==> config.mk <==
export PLATFORM = sky130hd
export DESIGN_NAME = semtag_counter
export DESIGN_NICKNAME = d
export VERILOG_FILES = /design/src/rtl/semtag_pkg.sv /design/src/rtl/semtag_decode.sv /design/src/rtl/semtag_value.sv /design/src/rtl/semtag_flag.sv /design/src/rtl/semtag_counter.sv
export SDC_FILE = /design/constraint.sdc
export NUM_CORES = 1
export LEC_CHECK = 0
export ABC_AREA = 1
export ABC_CLOCK_PERIOD_IN_PS = 1800
export BUFFER_PORTS_ARGS = -buffer_cell sky130_fd_sc_hd__clkbuf_2
export CAP_MARGIN = 10
export CORE_ASPECT_RATIO = 0.75
export CORE_MARGIN = 3
export CORE_UTILIZATION = 40
export CTS_CLUSTER_DIAMETER = 150
export DETAILED_ROUTE_END_ITERATION = 10
export PLACE_DENSITY = 0.67
export SLEW_MARGIN = 10
export SYNTH_ARGS = -nofsm -noshare
export SYNTH_HDL_FRONTEND = slang
export SYNTH_SLANG_ARGS = --single-unit
==> constraint.sdc <==
create_clock -name clk -period 1.8 [get_ports clk]
set_input_delay 0.18 -clock clk [delete_from_list [all_inputs] [get_ports clk]]
set_output_delay 0.18 -clock clk [all_outputs]
set_load 0.005 [all_outputs]
==> src/rtl/semtag_pkg.sv <==
package semtag_pkg;

    typedef enum logic [2:0] {
        CMD_NONE = 3'd0,
        CMD_ZERO = 3'd1,
        CMD_UP   = 3'd2,
        CMD_DOWN = 3'd3,
        CMD_ACK  = 3'd4
    } cmd_e;

    typedef enum logic [2:0] {
        ACT_HOLD,
        ACT_LOAD,
        ACT_ZERO,
        ACT_UP,
        ACT_DOWN
    } act_e;

    typedef enum logic {
        SEM_EMPTY = 1'b0,
        SEM_FRESH = 1'b1
    } sem_e;

endpackage

==> src/rtl/semtag_decode.sv <==
module semtag_decode
    import semtag_pkg::*;
(
    input  logic       wr_en,
    input  logic [2:0] cmd,
    output act_e       act,
    output logic       flag_set,
    output logic       flag_ack
);

    always_comb begin
        act      = ACT_HOLD;
        flag_set = wr_en;
        flag_ack = 1'b0;
        if (wr_en) begin
            act = ACT_LOAD;
        end else begin
            unique case (cmd)
                CMD_ZERO: act = ACT_ZERO;
                CMD_UP:   act = ACT_UP;
                CMD_DOWN: act = ACT_DOWN;
                CMD_ACK:  flag_ack = 1'b1;
                default:  act = ACT_HOLD;
            endcase
        end
    end

endmodule

==> src/rtl/semtag_value.sv <==
module semtag_value
    import semtag_pkg::*;
#(
    parameter int WIDTH = 8
) (
    input  logic             clk,
    input  logic             rst,
    input  act_e             act,
    input  logic [WIDTH-1:0] wr_data,
    output logic [WIDTH-1:0] q
);

    localparam logic [WIDTH-1:0] ZERO = '0;
    localparam logic [WIDTH-1:0] STEP = WIDTH'(1);

    always_ff @(posedge clk) begin
        if (rst) begin
            q <= ZERO;
        end else begin
            unique case (act)
                ACT_LOAD: q <= wr_data;
                ACT_ZERO: q <= ZERO;
                ACT_UP:   q <= q + STEP;
                ACT_DOWN: q <= q - STEP;
                default:  q <= q;
            endcase
        end
    end

    // counting wraps modulo 2^WIDTH
    a_r4_up_wraps: assert property (@(posedge clk) disable iff (rst)
        act == ACT_UP |=> q == $past(q) + STEP);
    a_r5_down_wraps: assert property (@(posedge clk) disable iff (rst)
        act == ACT_DOWN |=> q == $past(q) - STEP);
    a_r3_zero_clears: assert property (@(posedge clk) disable iff (rst)
        act == ACT_ZERO |=> q == ZERO);

endmodule

==> src/rtl/semtag_flag.sv <==
module semtag_flag
    import semtag_pkg::*;
(
    input  logic clk,
    input  logic rst,
    input  logic flag_set,
    input  logic flag_ack,
    output logic fresh
);

    sem_e state, state_nx;

    always_comb begin
        state_nx = state;
        unique case (state)
            SEM_EMPTY: if (flag_set) state_nx = SEM_FRESH;                 // T_ARRIVE
            SEM_FRESH: if (flag_ack && !flag_set) state_nx = SEM_EMPTY;    // T_ACK
            default:   state_nx = SEM_EMPTY;
        endcase
    end

    always_ff @(posedge clk) begin
        if (rst) state <= SEM_EMPTY;
        else     state <= state_nx;
    end

    always_comb begin
        fresh = (state == SEM_FRESH);
    end

    // a write always leaves the flag raised, even alongside an acknowledge
    a_r8_write_keeps_flag: assert property (@(posedge clk) disable iff (rst)
        flag_set |=> fresh);
    // without an acknowledge or a write, the flag holds
    a_r10_flag_holds: assert property (@(posedge clk) disable iff (rst)
        (!flag_set && !flag_ack) |=> fresh == $past(fresh));

endmodule

==> src/rtl/semtag_counter.sv <==
module semtag_counter
    import semtag_pkg::*;
#(
    parameter int WIDTH = 8
) (
    input  logic             clk,
    input  logic             rst,
    input  logic             wr_en,
    input  logic [WIDTH-1:0] wr_data,
    input  logic [2:0]       cmd,
    output logic [WIDTH-1:0] value,
    output logic             fresh
);

    act_e act;
    logic flag_set;
    logic flag_ack;

    semtag_decode i_decode (
        .wr_en    (wr_en),
        .cmd      (cmd),
        .act      (act),
        .flag_set (flag_set),
        .flag_ack (flag_ack)
    );

    semtag_value #(.WIDTH(WIDTH)) i_value (
        .clk     (clk),
        .rst     (rst),
        .act     (act),
        .wr_data (wr_data),
        .q       (value)
    );

    semtag_flag i_flag (
        .clk      (clk),
        .rst      (rst),
        .flag_set (flag_set),
        .flag_ack (flag_ack),
        .fresh    (fresh)
    );

    a_r1_reset_state: assert property (@(posedge clk)
        rst |=> (value == '0) && !fresh);
    // a write wins over every command
    a_r2_write_loads: assert property (@(posedge clk) disable iff (rst)
        wr_en |=> (value == $past(wr_data)) && fresh);
    a_r6_ack_clears: assert property (@(posedge clk) disable iff (rst)
        (!wr_en && cmd == 3'd4) |=> !fresh && $stable(value));
    a_r9_idle_codes: assert property (@(posedge clk) disable iff (rst)
        (!wr_en && (cmd == 3'd0 || cmd > 3'd4)) |=> $stable(value) && $stable(fresh));

endmodule

Word level (Yosys, flattened, before mapping)
Index checks and enable logic that the tools add are counted.
- output and inout port bits: 9
- word-level logic and storage cells: 24
- bits in registers: 9
- bits of input ports: 14
- equal/unequal tests: 8
- reduce and logical (&&, ||, !) cells: 3
- bitwise operators: 1
- add/subtract/negate cells: 2
- multiplexer cells: 8
- operator list (operator ; number):
    $pmux 8 s4 ; 1
    $eq 3x2->1 const B ; 4
    $pmux 3 s3 ; 1
    $add 8x1->8 const B ; 1
    $sub 8x1->8 const B ; 1
    $eq 3x1->1 const B ; 2
    $eq 3x3->1 const B ; 2
    $mux 1 ; 4
    $reduce_bool 4->1 ; 1
    $mux 3 ; 1
    $pmux 1 s2 ; 1
    $logic_and 1x1->1 ; 1
    $logic_not 1->1 ; 1
    $not 1->1 ; 1

Depth between registers and ports, before layout
- word-level depth: 6
- gate-level depth with buffers: 12
- depth with buffers taken out: 11

Hierarchy
A second synthesis with hierarchy kept.
- cell total of the unflattened synthesis: 146
- area, all modules: 892.1 um2
- modules (own cells, without submodules) (module ; area an instance (um2) ; sequential area each (um2) ; times used ; cells an instance):
    semtag_value ; 783.3 ; 160.2 ; 1 ; 126
    semtag_decode ; 68.8 ; 0.0 ; 1 ; 15
    semtag_flag ; 40.0 ; 20.0 ; 1 ; 5

Least setup slack after synthesis
Ideal clock, no wire load.
- path type: input port to flip-flop
- start point: in wr_en
- end point: reg i_value.q[3]
- data arrival time: 1.576 ns
- buffers on the path: 1
- path slack: 0.104 ns
- stages on the path: 10
- setup time: 0.119 ns
- path through: buf_6 > nor2_4 > nand3_2 > inv_1 > ha_1 > a21oi_1 > nand2_1 > or2_2 > nand3_1 > a21oi_1
- longest elaborated chain between the ends: 3
- elaborated cells on any way between the ends: 7
- those cells by class: eq/ne (4); mux (2); reduce/logical (1)
- RTL lines (element ; line ; RTL):
    start: declaration ; semtag_counter.sv:8 ; input logic wr_en,
    $mux 3 (*) ; semtag_decode.sv:15 ; if (wr_en) begin
    $eq 3x3->1 (tied with other cells) ; semtag_value.sv:20 ; unique case (act)
    $pmux 8 s4 or $reduce_bool 4->1 (tied branches) ; n/a ;
    end signal: assignment ; semtag_value.sv:21 ; ACT_LOAD: q <= wr_data;
    end signal: assignment ; semtag_value.sv:23 ; ACT_UP: q <= q + STEP;
    end signal: assignment ; semtag_value.sv:24 ; ACT_DOWN: q <= q - STEP;
    end: declaration ; semtag_value.sv:10 ; output logic [WIDTH-1:0] q
Mark *: on every way between the ends. The rest lies on a longest branch, timed or not.
A chain may end at the register's enable or synchronous reset.

Worst setup path in the final report
Ends and elaborated chain as after synthesis.

==> summary.md <==
| Metric | Value |
|---|---|
| Status | `completed` |
| F_max | `roughly 0.65 GHz` |
| Cells after synthesis | `124` |
| Sequential share of the synthesized area | `0.232` |
| Fin. max-slew vios | `0` |
| Min-Delay Path Depth | `2` |
| Via density | `between 4 and 5` |
| Initial antenna violation count | `0` |
| Setup crit start kind | `primary input` |
| CTS tree | `yes` |
| WP data arrival | `roughly 1.7 ns` |
| Netlist cell types | `17` |
| Initial Util | `0.434` |
| Crit path top cell by count | `a21oi_1` |
| Dominant synthesized flop cell | `dfxtp_1` |
| Chip height | `between 40 and 50 microns` |
| Post-synth top area cell | `dfxtp_1` |
| Largest cells by area after synthesis | `dfxtp_1, nand2_1, a21oi_1` |
| Skew final | `around 0.0017 ns` |
| Global Route Usage Sum | `0.174` |
| Hold WS | `about 0.07 ns` |
| # hold bufs at CTS | `0` |
| Cell Area, Placed | `917 sq um` |
| Final WL | `between 2000 and 2500 microns` |
| Row count | `13` |
| Critical path type | `primary input to flip-flop` |
| N_diodes | `0` |
| YS warnings | `0` |
| H-tree depth | `1` |
| TritonCTS buffer count | `3` |
| P_leak | `0.528 nW` |
| CTS max path bufs | `2` |
| Top cell type's share of synthesized area | `0.232` |
| Largest net degree at the start of global routing | `9` |
| Post-CTS Repair Setup Buffers | `0` |
| Largest stage delay, worst path | `0.33 ns` |
| Tightest Pin Transition | `roughly 0.24 ns` |
| Core Region | `0.00179 sq mm` |
| Grt ovf | `0` |
| Area of the multi-input gates | `approximately 520 sq um` |
| Post-CTS sizing | `0` |
| Worst hold path class | `primary input to flip-flop` |
| Final setup vio count | `0` |
| Max FO, Critical Path | `7` |
| Syn nets | `145` |
| Die W | `around 57 microns` |
| CP Data Required Time | `1.96 ns` |
| Worst skew pair latency | `0.27 ns` |
| Nets | `approximately 170` |
| Pwr dens | `581 mW/mm^2` |
| Top-level I/O count | `23` |
| Crit end category | `flip-flop` |
| Period utilization | `0.849` |
| Buffers on Ports | `22` |
| Netlist Area Pre-Place | `between 700 and 800 sq um` |
| CP Cell Sequence | `clkbuf_2 > nor2_4 > nand3_2 > inv_1 > ha_1 > a21oi_1 > nand2_1 > or2_2 > nand3_1 > a21oi_1` |
| Slowest CP cell | `ha_1` |
| Max_cap viols | `0` |
| Wire per inst | `around 12 microns` |
| Post-synthesis async set-or-reset flop share | `0` |
| CTS Sinks | `9` |
| Fin area | `945 sq um` |
| Vias post-DR | `854` |
| Die Area | `between 0.002 and 0.003 sq mm` |
| First-pass GRT wire length | `between 3000 and 4000 microns` |
| Share of cells above drive strength 1 | `0.225` |
| Register cell area after layout | `180 sq um` |
| Tot Pwr | `around 0.55 mW` |
| # DRC | `0` |
| CTS root buf | `clkbuf_4` |
| Final hold vios | `0` |
| Filler instances | `roughly 190` |
| Clock slew at reported path FFs | `approximately 0.070 ns` |
| First drt pass iteration count | `4` |
| R2R depth | `8` |
| Seq cells post-synth | `9` |
| Avg Synthesized Cell Area | `about 6.3 sq um` |
| RSZ-0062 raised after global routing | `no` |
| Vias in the first global route | `approximately 730` |
| Slew HR | `0.837` |
| RD Place Congestion | `slightly below 0.8` |
| Drt first-iter violations | `22` |
| Most frequent cell after synthesis | `nand2_1` |
| Worst IR Drop VDD | `0.340 mV` |
| EDFF count, synth | `0` |
| Synth top cells by count | `nand2_1, a21oi_1, inv_1` |
| Final worst path period need | `roughly 1.5 ns` |
| Area grow syn2layout | `21.8%` |
| DRT antenna net count | `0` |
| DP HPWL | `approximately 1600 microns` |
## layout by cell type, fill, tap and decap left out, drive strengths merged
master	synthesis	final
a21oi	18	18
buf	1	2
clkbuf	0	25
clkinv	0	1
dfxtp	9	9
fa	1	1
ha	6	6
inv	17	17
nand2	34	34
nand3	11	11
nand4	3	3
nor2	10	10
o21ai	11	11
or2	3	3
## where the power goes
group,internal (mW),switching [mW]
clock network,0.0823,0.0880
registers,0.215,0.0170
logic,0.0632,0.0836
total,0.361,0.189
## metrics by stage
stage / TNS, ns / utilization / instances / setup slack [ns]
6_report: 0 / 0.528 / 173 / 0.272
5_1_grt: 0 / 0.528 / 173 / 0.0984
4_1_cts: 0 / 0.528 / 173 / 0.283
3_5_place_dp: -0.00360 / 0.513 / 169 / -0.00207
3_3_place_gp: 0 / 0.513 / 169 / 0.0331
2_1_floorplan: 0 / - / 124 / 0.104
## metal layers
metal | global-route usage | share of wire | up-vias | routed length, microns
li1 | - | - | 460 | -
met1 | 0.251 | 0.50 | 368 | 997
met2 | 0.249 | 0.40 | 24 | 810
met3 | 0.0612 | 0.093 | 2 | 186
met4 | 0.0417 | 0.0040 | 0 | 8
met5 | 0 | 0 | - | 0
## state kept, by name (all words and copies together) (netlist names)
| register | count |
|---|---|
| i_flag.fresh | 1 |
| i_value.q | 8 |
## worst max-delay path, delay by kind of cell
family | cells | cell delay (ns)
AOI/OAI and AO/OA | 2 | 0.22
buffers and inverters | 2 | 0.32
and+or+nand+nor | 5 | 0.64
adders and majority gates | 1 | 0.33
## layout make-up
class,instances,share of cell area
repair buffers,24,0.132
well taps,22,0.0291
clock inverters,1,0.00530
inverters,17,0.0675
multi-input cells,97,0.551
flip-flops and latches,9,0.191
clock buffers,3,0.0238
## cells by family after synthesis
logic type / synth area share
flip-flops: 0.232
buffers and inverters: 0.0968
AO/OA/AOI/OAI: 0.187
adder cells (fa/ha/maj): 0.123
AND/OR/NAND/NOR: 0.361
## final timing paths
check	start	end	slack (ns)
worst max-delay path	wr_en	i_value.q[3]	0.27
worst min-delay path	rst	i_flag.fresh	0.07
worst max register to register	i_value.q[5]	i_value.q[7]	0.33
worst min register to register	i_flag.fresh	i_flag.fresh	0.46
(Power assumes the default switching activity.)
